## src/rtl/intc_pkg.sv

```systemverilog
package intc_pkg;
  localparam int NSRC       = 5;
  localparam int NEXT       = 2;
  localparam int NTMR       = 2;
  localparam int IDX_W      = $clog2(NSRC);
  localparam int GLOBAL_BIT = 7;
  localparam int SER_IDX    = NSRC - 1;
  localparam logic [15:0] VEC_BASE  = 16'h0003;
  localparam int          VEC_SHIFT = 3;

  typedef enum logic [IDX_W-1:0] {
    SRC_EXT0 = 3'd0,
    SRC_TMR0 = 3'd1,
    SRC_EXT1 = 3'd2,
    SRC_TMR1 = 3'd3,
    SRC_SER  = 3'd4
  } src_e;
endpackage

```

## src/rtl/intc_ext_line.sv

```systemverilog
module intc_ext_line #(
  parameter int SYNC_STAGES = 2
) (
  input  logic clk,
  input  logic rst_n,
  input  logic pin_n,
  input  logic edge_mode,
  input  logic clr,
  output logic req
);
  logic [SYNC_STAGES-1:0] sync_q;
  logic                   prev_q;
  logic                   flag_q, flag_d;
  logic                   pin_s, fall;

  assign pin_s = sync_q[SYNC_STAGES-1];
  assign fall  = prev_q & ~pin_s;

  always_comb begin
    flag_d = flag_q;
    if (edge_mode && fall) flag_d = 1'b1;
    else if (clr)          flag_d = 1'b0;
  end

  always_ff @(posedge clk or negedge rst_n) begin
    if (!rst_n) begin
      sync_q <= '1;
      prev_q <= 1'b1;
      flag_q <= 1'b0;
    end else begin
      sync_q <= {sync_q[SYNC_STAGES-2:0], pin_n};
      prev_q <= pin_s;
      flag_q <= flag_d;
    end
  end

  assign req = edge_mode ? flag_q : ~pin_s;

  // Edge-mode latch holds after the pin goes back high
  assert_edge_holds_R10: assert property (@(posedge clk) disable iff (!rst_n)
    (edge_mode && flag_q && !clr && $stable(edge_mode)) |=> flag_q);
endmodule

```

## src/rtl/intc_arbiter.sv

```systemverilog
module intc_arbiter import intc_pkg::*; #(
  parameter int N = NSRC
) (
  input  logic [N-1:0]        cand,
  input  logic [N-1:0]        level_hi,
  input  logic                hi_busy,
  input  logic                lo_busy,
  output logic [N-1:0]        grant,
  output logic [$clog2(N)-1:0] grant_idx,
  output logic                grant_hi,
  output logic                any
);
  logic [N-1:0] hi_c, lo_c, pick;

  always_comb begin
    hi_c      = cand & level_hi & {N{~hi_busy}};
    lo_c      = cand & ~level_hi & {N{~hi_busy & ~lo_busy}};
    grant_hi  = |hi_c;
    pick      = grant_hi ? hi_c : lo_c;
    any       = |pick;
    grant     = '0;
    grant_idx = '0;
    for (int i = N - 1; i >= 0; i--) begin
      if (pick[i]) grant_idx = i[$clog2(N)-1:0];
    end
    if (any) grant[grant_idx] = 1'b1;
  end
endmodule

```

## src/rtl/intc_nest.sv

```systemverilog
module intc_nest (
  input  logic clk,
  input  logic rst_n,
  input  logic take,
  input  logic take_hi,
  input  logic reti,
  output logic hi_act,
  output logic lo_act
);
  logic hi_d, lo_d;

  always_comb begin
    hi_d = hi_act;
    lo_d = lo_act;
    if (take) begin
      if (take_hi) hi_d = 1'b1;
      else         lo_d = 1'b1;
    end else if (reti) begin
      if (hi_act) hi_d = 1'b0;
      else        lo_d = 1'b0;
    end
  end

  always_ff @(posedge clk or negedge rst_n) begin
    if (!rst_n) begin
      hi_act <= 1'b0;
      lo_act <= 1'b0;
    end else begin
      hi_act <= hi_d;
      lo_act <= lo_d;
    end
  end

  // Return pops the high level first and leaves the low level alone
  assert_reti_pops_high_R7: assert property (@(posedge clk) disable iff (!rst_n)
    (reti && !take && hi_act) |=> (!hi_act && $stable(lo_act)));
  assert_reti_pops_low_R7: assert property (@(posedge clk) disable iff (!rst_n)
    (reti && !take && !hi_act) |=> !lo_act);
endmodule

```

## src/rtl/intc_two_level.sv

```systemverilog
module intc_two_level import intc_pkg::*; #(
  parameter int SYNC_STAGES = 2
) (
  input  logic        clk,
  input  logic        rst_n,
  input  logic [1:0]  ext_pin_n,
  input  logic [1:0]  tmr_ovf,
  input  logic        ser_tx_done,
  input  logic        ser_rx_done,
  input  logic        ser_clr_we,
  input  logic [1:0]  ser_clr_sel,
  input  logic        en_we,
  input  logic [7:0]  en_wdata,
  input  logic        pri_we,
  input  logic [7:0]  pri_wdata,
  input  logic        type_we,
  input  logic [1:0]  type_wdata,
  input  logic        instr_boundary,
  input  logic        irq_ack,
  input  logic        reti,
  output logic        irq_req,
  output logic [15:0] vector
);
  logic [1:0]      rst_pipe;
  logic            rst_q;
  logic [NSRC-1:0] en_src_q, en_src_d, pri_q, pri_d;
  logic            en_all_q, en_all_d;
  logic [NEXT-1:0] type_q, type_d, ext_req;
  logic [NTMR-1:0] tmr_q, tmr_d;
  logic            ser_rx_q, ser_rx_d, ser_tx_q, ser_tx_d;
  logic [NSRC-1:0] pending, cand, grant;
  logic [IDX_W-1:0] grant_idx;
  logic            grant_hi, any, accept, hi_act, lo_act;

  // Reset: asserted at once, released after two clock edges
  always_ff @(posedge clk or negedge rst_n) begin
    if (!rst_n) rst_pipe <= 2'b00;
    else        rst_pipe <= {rst_pipe[0], 1'b1};
  end
  assign rst_q = rst_pipe[1];

  assign accept = irq_ack & irq_req;

  always_comb begin
    en_src_d = en_src_q;
    en_all_d = en_all_q;
    pri_d    = pri_q;
    type_d   = type_q;
    if (en_we) begin
      en_src_d = en_wdata[NSRC-1:0];
      en_all_d = en_wdata[GLOBAL_BIT];
    end
    if (pri_we)  pri_d  = pri_wdata[NSRC-1:0];
    if (type_we) type_d = type_wdata;
    for (int t = 0; t < NTMR; t++) begin
      if (tmr_ovf[t])                   tmr_d[t] = 1'b1;
      else if (accept && grant[2*t+1])  tmr_d[t] = 1'b0;
      else                              tmr_d[t] = tmr_q[t];
    end
    ser_rx_d = ser_rx_q;
    ser_tx_d = ser_tx_q;
    if (ser_rx_done)                      ser_rx_d = 1'b1;
    else if (ser_clr_we && ser_clr_sel[0]) ser_rx_d = 1'b0;
    if (ser_tx_done)                      ser_tx_d = 1'b1;
    else if (ser_clr_we && ser_clr_sel[1]) ser_tx_d = 1'b0;
  end

  always_ff @(posedge clk or negedge rst_q) begin
    if (!rst_q) begin
      en_src_q <= '0;
      en_all_q <= 1'b0;
      pri_q    <= '0;
      type_q   <= '0;
      tmr_q    <= '0;
      ser_rx_q <= 1'b0;
      ser_tx_q <= 1'b0;
    end else begin
      en_src_q <= en_src_d;
      en_all_q <= en_all_d;
      pri_q    <= pri_d;
      type_q   <= type_d;
      tmr_q    <= tmr_d;
      ser_rx_q <= ser_rx_d;
      ser_tx_q <= ser_tx_d;
    end
  end

  for (genvar g = 0; g < NEXT; g++) begin : g_ext
    intc_ext_line #(.SYNC_STAGES(SYNC_STAGES)) u_line (
      .clk       (clk),
      .rst_n     (rst_q),
      .pin_n     (ext_pin_n[g]),
      .edge_mode (type_q[g]),
      .clr       (accept & grant[2*g]),
      .req       (ext_req[g])
    );
  end

  always_comb begin
    for (int s = 0; s < NEXT; s++) pending[2*s]   = ext_req[s];
    for (int s = 0; s < NTMR; s++) pending[2*s+1] = tmr_q[s];
    pending[SER_IDX] = ser_rx_q | ser_tx_q;
    cand = pending & en_src_q & {NSRC{en_all_q}};
  end

  intc_arbiter #(.N(NSRC)) u_arb (
    .cand      (cand),
    .level_hi  (pri_q),
    .hi_busy   (hi_act),
    .lo_busy   (lo_act),
    .grant     (grant),
    .grant_idx (grant_idx),
    .grant_hi  (grant_hi),
    .any       (any)
  );

  intc_nest u_nest (
    .clk     (clk),
    .rst_n   (rst_q),
    .take    (accept),
    .take_hi (grant_hi),
    .reti    (reti),
    .hi_act  (hi_act),
    .lo_act  (lo_act)
  );

  assign irq_req = instr_boundary & any;
  assign vector  = irq_req ? (VEC_BASE + (16'(grant_idx) << VEC_SHIFT)) : 16'h0000;

  assert_vector_slot_R5: assert property (@(posedge clk) disable iff (!rst_q)
    irq_req |-> (vector[2:0] == 3'b011 && vector[15:6] == 10'd0));
  assert_high_not_preempted_R6: assert property (@(posedge clk) disable iff (!rst_q)
    hi_act |-> !irq_req);
  assert_timer_flag_cleared_R8: assert property (@(posedge clk) disable iff (!rst_q)
    (accept && grant[SRC_TMR0] && !tmr_ovf[0]) |=> !tmr_q[0]);
  assert_serial_kept_R8: assert property (@(posedge clk) disable iff (!rst_q)
    (accept && grant[SRC_SER] && ser_rx_q && !ser_clr_we) |=> ser_rx_q);
  assert_gated_by_global_R2: assert property (@(posedge clk) disable iff (!rst_q)
    !en_all_q |-> !irq_req);
endmodule

```

## config.mk

```make
export PLATFORM = sky130hd
export DESIGN_NAME = intc_two_level
export DESIGN_NICKNAME = d
export VERILOG_FILES = /design/src/rtl/intc_pkg.sv /design/src/rtl/intc_ext_line.sv /design/src/rtl/intc_arbiter.sv /design/src/rtl/intc_nest.sv /design/src/rtl/intc_two_level.sv
export SDC_FILE = /design/constraint.sdc
export NUM_CORES = 1
export LEC_CHECK = 0
export BUFFER_PORTS_ARGS = -buffer_cell sky130_fd_sc_hd__buf_2
export CORE_UTILIZATION = 30
export DETAILED_ROUTE_END_ITERATION = 12
export GPL_TIMING_DRIVEN = 1
export PLACE_DENSITY_LB_ADDON = 0.1
export RECOVER_POWER = 25
export SETUP_SLACK_MARGIN = 0.3
export SLEW_MARGIN = 20
export SYNTH_ARGS = -nofsm -noshare
export SYNTH_HDL_FRONTEND = slang
export SYNTH_SLANG_ARGS = --single-unit
```

## constraint.sdc

```tcl
create_clock -name clk -period 2.1 [get_ports clk]
set_input_delay 0.42 -clock clk [delete_from_list [all_inputs] [get_ports clk]]
set_output_delay 0.42 -clock clk [all_outputs]
set_load 0.05 [all_outputs]
```

==> After elaboration in Yosys (flattened, before gate mapping) <==
Index checks and enable logic that the tools add are counted.
{ "totals": {"reg_bits": 29, "in_bits": 35, "out_inout_bits": 17, "elab_cells": 91} }
{ "classes": {"add_sub_neg": 1, "order_cmp": 2, "eq_ne": 3, "n_mux": 31, "bitwise": 19, "n_reduce_logical": 18} }
{ "op_table": {"columns": ["op", "n"], "rows": [
  ["$and A5 B5 Y5", 6],
  ["$mux W1", 22],
  ["$mux W3", 5],
  ["$reduce_bool A2 Y1", 7],
  ["$reduce_or A5 Y1", 2],
  ["$add A2 B6 Y7 const A", 1],
  ["$and A1 B1 Y1", 7],
  ["$logic_and A1 B1 Y1", 7],
  ["$mux W7", 1],
  ["$ne A2 B2 Y1 const B", 3],
  ["$mux W5", 1],
  ["$not A5 Y5", 1],
  ["$lt A3 B4 Y1 const B", 1],
  ["$mux W4", 1],
  ["$not A1 Y1", 4],
  ["$demux W1 S3", 1],
  ["$ge A3 B1 Y1 const B", 1],
  ["$reduce_and A3 Y1", 1],
  ["$reduce_and A2 Y1", 1],
  ["$or A1 B1 Y1", 1]
]} }

==> Depth between registers and ports, before layout <==
Gate-level depths: netlist of the first run.
{ "logic_depth": {"ltp_word": 21, "ltp_mapped": 7, "mapped_depth_nobuf": 7} }

==> Modules after synthesis <==
Synthesis of the first run repeated with hierarchy kept, for this count alone.
{ "unflattened": {"cells_unflattened": 124, "hier_area_um2": 1446.4} }
{ "modules_own_cells": {"columns": ["mod", "instances", "cells_each", "area_each_um2", "seq_area_each_um2"], "rows": [
  ["intc_two_level", 1, 68, 899.6, 475.5],
  ["intc_ext_line", 2, 9, 132.6, 103.8],
  ["intc_arbiter", 1, 29, 191.4, 0.0],
  ["intc_nest", 1, 9, 90.1, 50.0]
]} }

==> Worst setup path after synthesis of the first run <==
No wires, ideal clock.
{ "synth_timing": {"kind": "register -> output", "from": "register g_ext[1].u_line.sync_q[1]", "to": "output port vector[3]", "t_arrival_ns": 2.415, "required_time_ns": 1.680, "path_slack_ns": -0.735, "path_stages_with_launch": 8, "path_buffers": 0, "path_cell_list": "dfstp_2 -> or2_4 -> a21boi_4 -> a311oi_4 -> nand2_2 -> a311oi_4 -> o31a_2 -> and3b_1"} }
{ "synth_between": {"word_cells_on_any_way": 18, "classes_between": "add/sub (1); mux (7); bitwise (8); reduce/logical (2)"} }
{ "synth_rtl": {"columns": ["element", "line", "source"], "rows": [
  ["start, declared", "intc_ext_line.sv:11", "logic [SYNC_STAGES-1:0] sync_q;"],
  ["start signal, assigned", "intc_ext_line.sv:31", "sync_q <= {sync_q[SYNC_STAGES-2:0], pin_n};"],
  ["$not A1 Y1 (*)", "intc_ext_line.sv:37", "assign req = edge_mode ? flag_q : ~pin_s;"],
  ["$mux W1 (*)", "intc_ext_line.sv:37", null],
  ["$and A5 B5 Y5 (*) (2 in series)", "intc_two_level.sv:103", "cand = pending & en_src_q & {NSRC{en_all_q}};"],
  ["$and A5 B5 Y5 (2 in series)", "intc_arbiter.sv:16", "hi_c = cand & level_hi & {N{~hi_busy}};"],
  ["$reduce_or A5 Y1", "intc_arbiter.sv:18", "grant_hi = |hi_c;"],
  ["$mux W5 (*)", "intc_arbiter.sv:19", "pick = grant_hi ? hi_c : lo_c;"],
  ["$reduce_or A5 Y1 (*)", "intc_arbiter.sv:20", "any = |pick;"],
  ["$and A1 B1 Y1 (*)", "intc_two_level.sv:127", "assign irq_req = instr_boundary & any;"],
  ["named net irq_req", "intc_two_level.sv:21", "output logic irq_req,"],
  ["$mux W7 (*)", "intc_two_level.sv:128", "assign vector = irq_req ? (VEC_BASE + (16'(grant_idx) << VEC_SHIFT)) : 16'h0000;"],
  ["end, declared", "intc_two_level.sv:22", "output logic [15:0] vector"]
]} }
The timed path passes the listed nets; every way through them passes the cells marked *.

==> Final worst setup path of the first run <==
{ "layout_timing": {"from": "register g_ext[0].u_line.sync_q[1]", "to": "output port vector[3]"} }
{ "layout_between": {"elab_chain_len": 14, "word_cells_on_any_way": 18, "classes_between": "add/sub (1); mux (7); bitwise (8); reduce/logical (2)"} }
{ "layout_rtl": {"columns": ["element", "line", "source"], "rows": [
  ["start, declared", "intc_ext_line.sv:11", null],
  ["start signal, assigned", "intc_ext_line.sv:31", null],
  ["$not A1 Y1 (*)", "intc_ext_line.sv:37", null],
  ["$mux W1 (*)", "intc_ext_line.sv:37", null],
  ["$and A5 B5 Y5 (*) (2 in series)", "intc_two_level.sv:103", null],
  ["$and A5 B5 Y5 (2 in series)", "intc_arbiter.sv:16", null],
  ["$reduce_or A5 Y1", "intc_arbiter.sv:18", null],
  ["$mux W5 (*)", "intc_arbiter.sv:19", null],
  ["$mux W3 (4 in series)", "intc_arbiter.sv:24", "if (pick[i]) grant_idx = i[$clog2(N)-1:0];"],
  ["$add A2 B6 Y7", "intc_two_level.sv:128", null],
  ["$mux W7 (*)", "intc_two_level.sv:128", null]
]} }
Every way passes the cells marked *; elsewhere a longest branch is shown, timed or not.

==> summary.md, run 1 <==
The final route contains 1,236 vias. The critical path class was register to output port. The critical path goes through and2b_2 -> nor4_2 -> buf_4 -> a21o_1 -> or2_4 -> o31a_4 -> and3b_2 -> buf_8. The floorplan step defined a core boundary enclosing 4720 sq um. The root buffer cell chosen for the clock tree is clkbuf_8. The worst setup path is launched from a register. The clock network burns 31.0% of the power. No sink is reached through more buffers than the 2 on the longest clock path. The number of distinct library cell variants in the gate-level netlist after synthesis was 41; the logic gate share of total power was 34.8%. The power per unit of standard cell area works out to 848 nW/um^2.

The total track usage is 15.0%. Along the worst path, the maximum fanout reaches 3. The tools report the count of endpoints failing hold in the final timing report as 0. Summed over all layers, the routed wires come to 3520 microns. Slew at the pin with the worst max-slew slack: 0.555 ns. Setup repair after global routing could not meet its margin everywhere. The logs give 50.0% for the portion of the post-synthesis area used by sequential elements and 0 for the max capacitance violation total. For this block, the initial DRC count from the detailed router was 16. After layout, the design draws a total of 1.90 mW. TritonCTS built the clock tree. The initial cell density of the core is 31.0%. Setup violations remaining at the end of the flow were counted as 8. Capturing point of the worst reg2reg path: u_nest.lo_act$_DFFE_PN0P_. In the synthesized netlist, the number of instances is 129. The maximum cell stage delay along the critical path is 0.53 ns, and the minimum setup slack in the final design is -0.569 ns. In this run the horizontal extent of the chip is 71.9 microns. The number of antenna diodes in the final layout is 0. The via density per instance is 4.53. The first element of the critical path is g_ext[0].u_line.sync_q[1]$_DFF_PN1_. For the finished layout, the period the worst path requires is 2.67 ns. Counting flops with a built-in enable in the synthesized netlist gives 0.

The kind of path behind the tightest hold check was register to asynchronous set/reset pin. The post-synth design cell area was 1470 sq um; the net switching share of the total power was 30.7%. The run gives 15 as the pin count of the biggest net entering global routing.

The checks that failed: negative setup slack. Data arrives at the worst endpoint at 2.25 ns. The run gives 34.3% as the register share of total power. The cell family contributing the most delay on the critical path is simple AND/OR/NAND/NOR gates. From bottom edge to top edge, the die measures 71.9 microns. After clock tree synthesis, the clock-pin slew on the worst setup and hold paths is 0.06 ns.

The via count of the first global-routing pass is 1,273. The clock buffer count from CTS came out at 5. The instance area at placement came out at 1930 sq um.

The number of iterations in the first detailed-routing pass came out at 4. The max-slew violation total from the final report came out at 0. The share of synthesized flip-flops with an asynchronous set or reset is 100%, and the worst reg-to-reg setup slack is -0.08 ns. For the setup TNS, the log shows -3.23 ns.

For the count of placed standard cells including taps, the log shows 261. Summed over all cells, the static leakage comes to 1.00 nW. The number of buffers and inverters on the critical path is 2. Worst clock skew on the final layout: 0.00520 ns. The run finished, with violations left. For this run the aggregate overflow at the end of global routing stands at 0.

The run gives 0 as the number of remaining DRC errors. The cell type with the highest aggregate area in the netlist was dfrtp_1. The worst register-to-register path begins at g_ext[0].u_line.sync_q[1]$_DFF_PN1_. The run gives 0.228 ns as the final worst hold slack.

After floorplanning, the core was divided into 25 placement rows. Dividing the final minimum period by the clock period gives 127%. The library cell contributing the largest single delay on the critical path was dfstp_2. The tools report the headroom to the max-slew limit as 63.0%. The number of placed I/O pins was 52; the share of layout cells above drive strength 1 was 60.2%. The logic depth of the worst register-to-register path is 10. The first global-routing pass estimated 5820 microns of wire. In the synthesized netlist the dominant register cell turns out to be dfrtp_1.

By area the synthesized netlist is led by dfrtp_1 39%, dfstp_2 11%, mux2_2 9.2%, buf_4 6.7%, a311oi_4 3.6%. The logs give 0.395 mV for the worst voltage drop across the vdd grid and 0.27 ns for the clock insertion delay at the later pin of the skew report. Input and output buffers added on the ports amount to 35.

The maximum clock rate was 375 MHz. In the final routed layout, each cell accounts on average for 12.9 microns. Fill cells in the final layout number 450. The run gives 0.906 as the routability congestion estimate. The sort of element at the end of the critical path was an output port.

After synthesis, the mean cell area works out to 11.4 sq um. The H-tree generated during clock tree synthesis spans 2 levels. The relative area change from synthesis to final layout is 52.8%, and the cell internal power dissipation is 1.32 mW.

The Yosys step of the flow raised 0 warnings. Clock tree synthesis found a total of 29 sinks. After routing the design area is 2240 sq um. The tools report the number of antenna violations at the first check in global routing as 0. For the number of cells in the finished layout apart from fillers, the log shows 273. Number of nets with antenna violations after detailed routing: 0. After legalization and detailed placement, the total HPWL measured 2590 microns. STA puts the critical path data required time at 1.68 ns.

The floorplan step defined a die boundary enclosing 5170 sq um. For the total net switching power, the log shows 0.583 mW. The area share of the leading cell type in the synthesized netlist is 39.2%. The synthesis-stage register bit count was 29; the layout net count was 240.
-- registers in the layout (all words and copies together) (netlist names) --
| register | flops |
|---|---|
| en_src_q | 5 |
| pri_q | 5 |
| g_ext.u_line.sync_q | 4 |
| g_ext.u_line.flag_q | 2 |
| g_ext.u_line.prev_q | 2 |
| rst_pipe | 2 |
| tmr_q | 2 |
| type_q | 2 |
| en_all_q | 1 |
| ser_rx_q | 1 |
| ser_tx_q | 1 |
| u_nest.hi_act | 1 |
| u_nest.lo_act | 1 |
-- worst max path at each step --
stage / cells after the start / end / slack, ns
4_1_cts: 9 / vector[3] / -0.57
6_report: 8 / vector[3] / -0.57
5_1_grt: 8 / vector[3] / -0.63
3_5_place_dp: 8 / vector[3] / -0.39
2_1_floorplan: 7 / vector[3] / -0.41
3_3_place_gp: 8 / vector[3] / -0.37
-- cell usage in the layout (no fill, tap or decap), types with 3 or more instances in the layout --
master	count
o21a_1	3
nand3_1	3
o21ai_0	3
a21oi_1	3
a31oi_1	4
buf_4	34
dfrtp_1	22
buf_6	4
nor2_1	5
conb_1	12
buf_8	5
buf_2	28
mux2_2	12
nand2_1	9
a21o_1	3
clkbuf_8	6
dfstp_2	6
-- final cells by class --
| class | instances | area [sq um] | area share (%) |
|---|---|---|---|
| multi-input combinational | 94 | 769 | 34.3 |
| clock buffer | 7 | 86.3 | 3.85 |
| inverter | 2 | 7.51 | 0.335 |
| timing repair buffer | 73 | 529 | 23.6 |
| sequential | 29 | 734 | 32.8 |
| clock inverter | 1 | 30.0 | 1.34 |
| tap | 67 | 83.8 | 3.74 |
-- repair_timing --
| action | in CTS | in global routing |
|---|---|---|
| pin swaps | 10 | 0 |
| hold buffers | 1 | 0 |
| resized for setup | 29 | 11 |
| endpoints found under the setup margin | 12 | 12 |
| setup buffers | 3 | 0 |
| cloned | 0 | 0 |
| endpoints found under the hold margin | 2 | 0 |
-- layer usage --
| layer | part of all wire [%] | vias up | routed length [microns] | GRT usage [%] |
|---|---|---|---|---|
| met5 | 0 | - | 0 | 0 |
| met4 | 3.1 | 0 | 109 | 7.84 |
| met3 | 4.7 | 10 | 164 | 4.86 |
| met2 | 49 | 50 | 1720 | 24.7 |
| met1 | 43 | 582 | 1520 | 17.5 |
| li1 | - | 594 | - | - |
-- synthesized netlist by cell type, types with 2 or more instances --
master	instances
o2bb2ai_1	2
nand3_1	5
a21oi_1	4
buf_4	13
dfstp_2	6
dfrtp_1	23
o21a_1	3
nand2_1	9
inv_1	2
o2111ai_1	2
a311oi_4	2
a21o_1	3
mux2_2	12
nor3_1	2
o21ai_0	4
nor2_1	7
conb_1	2
a31oi_1	5
-- per-stage QoR --
stage / setup WS, ns / util, %
3_3_place_gp: -0.370 / 40.9
2_1_floorplan: -0.408 / -
4_1_cts: -0.574 / 46.6
6_report: -0.569 / 47.4
5_1_grt: -0.625 / 47.4
3_5_place_dp: -0.385 / 40.9
-- power by group through the flow --
stage | Sequential (mW) | Clock [mW] | Combinational (mW)
after floorplan | 0.661 | 0 | 0.351
final | 0.651 | 0.588 | 0.660
after detailed placement | 0.659 | 0 | 0.536
after global placement | 0.658 | 0 | 0.528
after global routing | 0.659 | 0.629 | 0.702
after CTS | 0.651 | 0.603 | 0.630
-- cell families after synthesis --
logic type | Yosys count | synth area share (%)
AOI/OAI and AO/OA | 32 | 18.5
buffers and inverters | 16 | 7.42
DFF | 29 | 50.0
muxes | 12 | 9.22
other | 2 | 0.512
and+or+nand+nor | 38 | 14.3
(Power assumes the default switching activity.)
==> run 2, diff against run 1 <==
- CELL_PAD_IN_SITES_DETAIL_PLACEMENT: not set -> 0
- CELL_PAD_IN_SITES_GLOBAL_PLACEMENT: not set -> 1
- PLACE_DENSITY: not set -> 0.66
- PLACE_DENSITY_LB_ADDON: 0.1 -> not set
==> run 2 against run 1 <==
Effect of this change:
- the run still ends with negative setup slack left
- flip-flop and latch count is the same
- worst hold slack lost 0.028 ns
- critical path depth is the same
- total power shrank 6.2%
- maximum frequency grew 1.1%
- non-clock buffer count grew 1
- combinational power shrank 2%
- largest cell class unchanged
- highest routed layer unchanged
==> summary.md, run 2 (synthesis gave the netlist of run 1 again) <==
The run finished, with violations left. Violated checks: negative setup slack (unchanged). The run gives 2 (unchanged) as the H-tree depth. The run gives 2200 sq um (was 2240 sq um) as the post-route cell area.

The number of iterations in the first detailed-routing pass is 4 (unchanged). The run gives 28 (was 16) as the first-iteration detailed-routing DRC count. The startpoint of the worst register-to-register path was g_ext[0].u_line.sync_q[1]$_DFF_PN1_ (unchanged).

The critical path buffer and inverter count is 2 (unchanged), and the via density per instance is 4.45 (was 4.53). Biggest registers after layout: en_src_q: 5 flops, pri_q: 5 flops, g_ext.u_line.sync_q: 4 flops (unchanged). For the overall power, the log shows 1.78 mW (was 1.90 mW).

The core footprint is 4720 sq um (unchanged). For the number of buffers on the longest clock path, the log shows 2 (unchanged). The max-slew violation total from the final report was 0 (unchanged). The library cell contributing the largest single delay on the critical path is dfstp_2 (unchanged).

The minimum setup slack after placement was -0.387 ns (was -0.385 ns). The layout net count is 241 (was 240), and the number of placed I/O pins is 52 (unchanged). The tools report the launching element type of the critical path as a register (unchanged).

The run gives -2.87 ns (was -3.23 ns) as the setup TNS. The power per unit of standard cell area is 808 nW/um^2 (was 848 nW/um^2), and the number of vias after detailed routing is 1,218 (was 1,236). Max capacitance violation total: 0 (unchanged). The average wire per cell in the routed design is 12.3 microns (was 12.9 microns). The height of the chip was 71.9 microns (unchanged); the wire length of the first global-routing pass was 5640 microns (was 5820 microns).

The post-route fraction of the period consumed by the critical path is 126% (was 127%). Number of remaining DRC errors: 0 (unchanged). The relative area change from synthesis to final layout came out at 50.3% (was 52.8%). For the count of placed standard cells including taps, the log shows 261 (unchanged). The sort of element at the end of the critical path is an output port (unchanged).

TritonCTS built the clock tree. The count of port buffers added during placement is 35 (unchanged). The kind of path behind the tightest hold check is register to asynchronous set/reset pin (unchanged).

The logs give 14.5% (was 15.0%) for the total track usage and 0.27 ns (about the same) for the clock insertion delay at the later pin of the skew report. The instance area at placement came out at 1930 sq um (unchanged). Series of cell instances along the critical path: or2_4 -> a21boi_4 -> a311oi_4 -> buf_4 -> o21a_1 -> o31a_4 -> and3b_2 -> buf_8 (was and2b_2 -> nor4_2 -> buf_4 -> a21o_1 -> or2_4 -> o31a_4 -> and3b_2 -> buf_8).

The die footprint was 5170 sq um (unchanged). The root buffer cell is clkbuf_8 (unchanged). The logs give 7 (was 8) for the final count of negative-setup-slack endpoints and 46.7% (was 47.4%) for the core occupancy in the finished layout. Commonest non-fill, non-tap cells in the layout: 37 x buf_4, 28 x buf_2, 23 x dfrtp_1 (was 34 x buf_4, 28 x buf_2, 22 x dfrtp_1). The maximum clock rate was 379 MHz (was 375 MHz); the total half-perimeter wirelength after legalization and detailed placement was 2630 microns (was 2590 microns). The worst clock skew on the final layout is 0.00291 ns (was 0.00520 ns), and the clock sink count is 29 (unchanged). The sum of overflow across all layers after global routing came out at 0 (unchanged). The tools report the number of antenna violations at the first check in global routing as 0 (unchanged). The tools report the floorplan row count as 25 (unchanged). The tools report the initial cell density of the core as 31.0% (unchanged). The number of cells in the finished layout apart from fillers is 274 (was 273), and the final antenna diode count is 0 (unchanged).

For the count of fill cells added during filler insertion, the log shows 438 (was 450). The post-route minimum period is 2.64 ns (was 2.67 ns). The routability congestion estimate came out at 0.875 (was 0.906). The run gives 0 (unchanged) as the count of endpoints failing hold in the final timing report. The tools report the number of nets with antenna violations after detailed routing as 0 (unchanged). Pin count of the biggest net entering global routing: 16 (was 15). The critical path data arrival time was 2.22 ns (was 2.25 ns); the minimum setup slack in the final design was -0.539 ns (was -0.569 ns). The tools report the static leakage as 1.00 nW (about the same).

For the clock buffer count from CTS, the log shows 5 (unchanged). The tools report the final worst hold slack as 0.200 ns (was 0.228 ns). The first element of the critical path was g_ext[1].u_line.sync_q[1]$_DFF_PN1_ (was g_ext[0].u_line.sync_q[1]$_DFF_PN1_).

The most common library cell in the layout ignoring fill and taps was buf_4 (unchanged). The share of layout cells above drive strength 1 was 58.9% (was 60.2%). The cell family contributing the most delay on the critical path was compound AO/OA/AOI/OAI gates (was simple AND/OR/NAND/NOR gates). Critical path class: register to output port (unchanged). For the worst voltage drop across the vdd grid, the log shows 0.399 mV (was 0.395 mV).

The via count of the first global-routing pass came out at 1,213 (was 1,273). The routed wire length is 3380 microns (was 3520 microns). Setup repair after global routing could not meet its margin everywhere.

Maximum fanout along the worst path: 3 (unchanged). The maximum cell stage delay along the critical path came out at 0.37 ns (was 0.53 ns). Clock slew at the register clock pins of the worst setup and hold paths: 0.06 ns (about the same). The data required time at the worst endpoint was 1.68 ns (about the same). The width of the chip came out at 71.9 microns (unchanged).
-- run 2: changes by cell type in the layout (fill, tap and decap cells not counted), moves of 2 or more --
cell,before,now
nor2_2,2,0
nand3_1,3,5
nor2_4,0,2
buf_4,34,37
buf_8,5,2
-- run 2: timing repair --
action                                  4_1_cts  5_1_grt
endpoints found under the setup margin       12       12
gates cloned                                  0        0
pin swaps                                     3        6
resized for setup                            21       13
endpoints found under the hold margin         2        0
buffers inserted                              2        2
hold buffers                                  1        0
-- run 2: layout make-up --
cell class	instances	area, sq um	area share [%]
multi-input combinational	94	761	34.5
clock buffer	7	96.3	4.37
clock inverter	1	5.00	0.227
sequential	29	733	33.3
inverter	2	7.51	0.341
timing repair buffer	74	518	23.5
tap	67	83.8	3.80
-- run 2: path summary, 6_finish.rpt --
kind                                                       endpoint  slack [ns]  cells after the start
worst max-delay path                                      vector[3]       -0.54                      8
worst min-delay path             g_ext[1].u_line.flag_q$_DFFE_PN0P_        0.20                      0
worst max register to register            u_nest.lo_act$_DFFE_PN0P_       -0.01                     10
worst min register to register   g_ext[1].u_line.flag_q$_DFFE_PN0P_        0.20                      0
max in group asynchronous                      ser_rx_q$_DFFE_PN0P_        1.32                      1
min in group clk                g_ext[1].u_line.sync_q[0]$_DFF_PN1_        0.24                      1
-- run 2: metal layers --
metal	GRT usage, %	routed length (microns)	up-vias
li1	-	-	601
met1	16.9	1480	572
met3	3.61	127	7
met4	8.06	67	0
met2	24.5	1710	38
met5	0	0	-
-- run 2: power breakdown --
part	internal, mW	total (mW)	switching, mW
Clock	0.295	0.490	0.195
Combinational	0.307	0.644	0.337
Sequential	0.614	0.647	0.0338
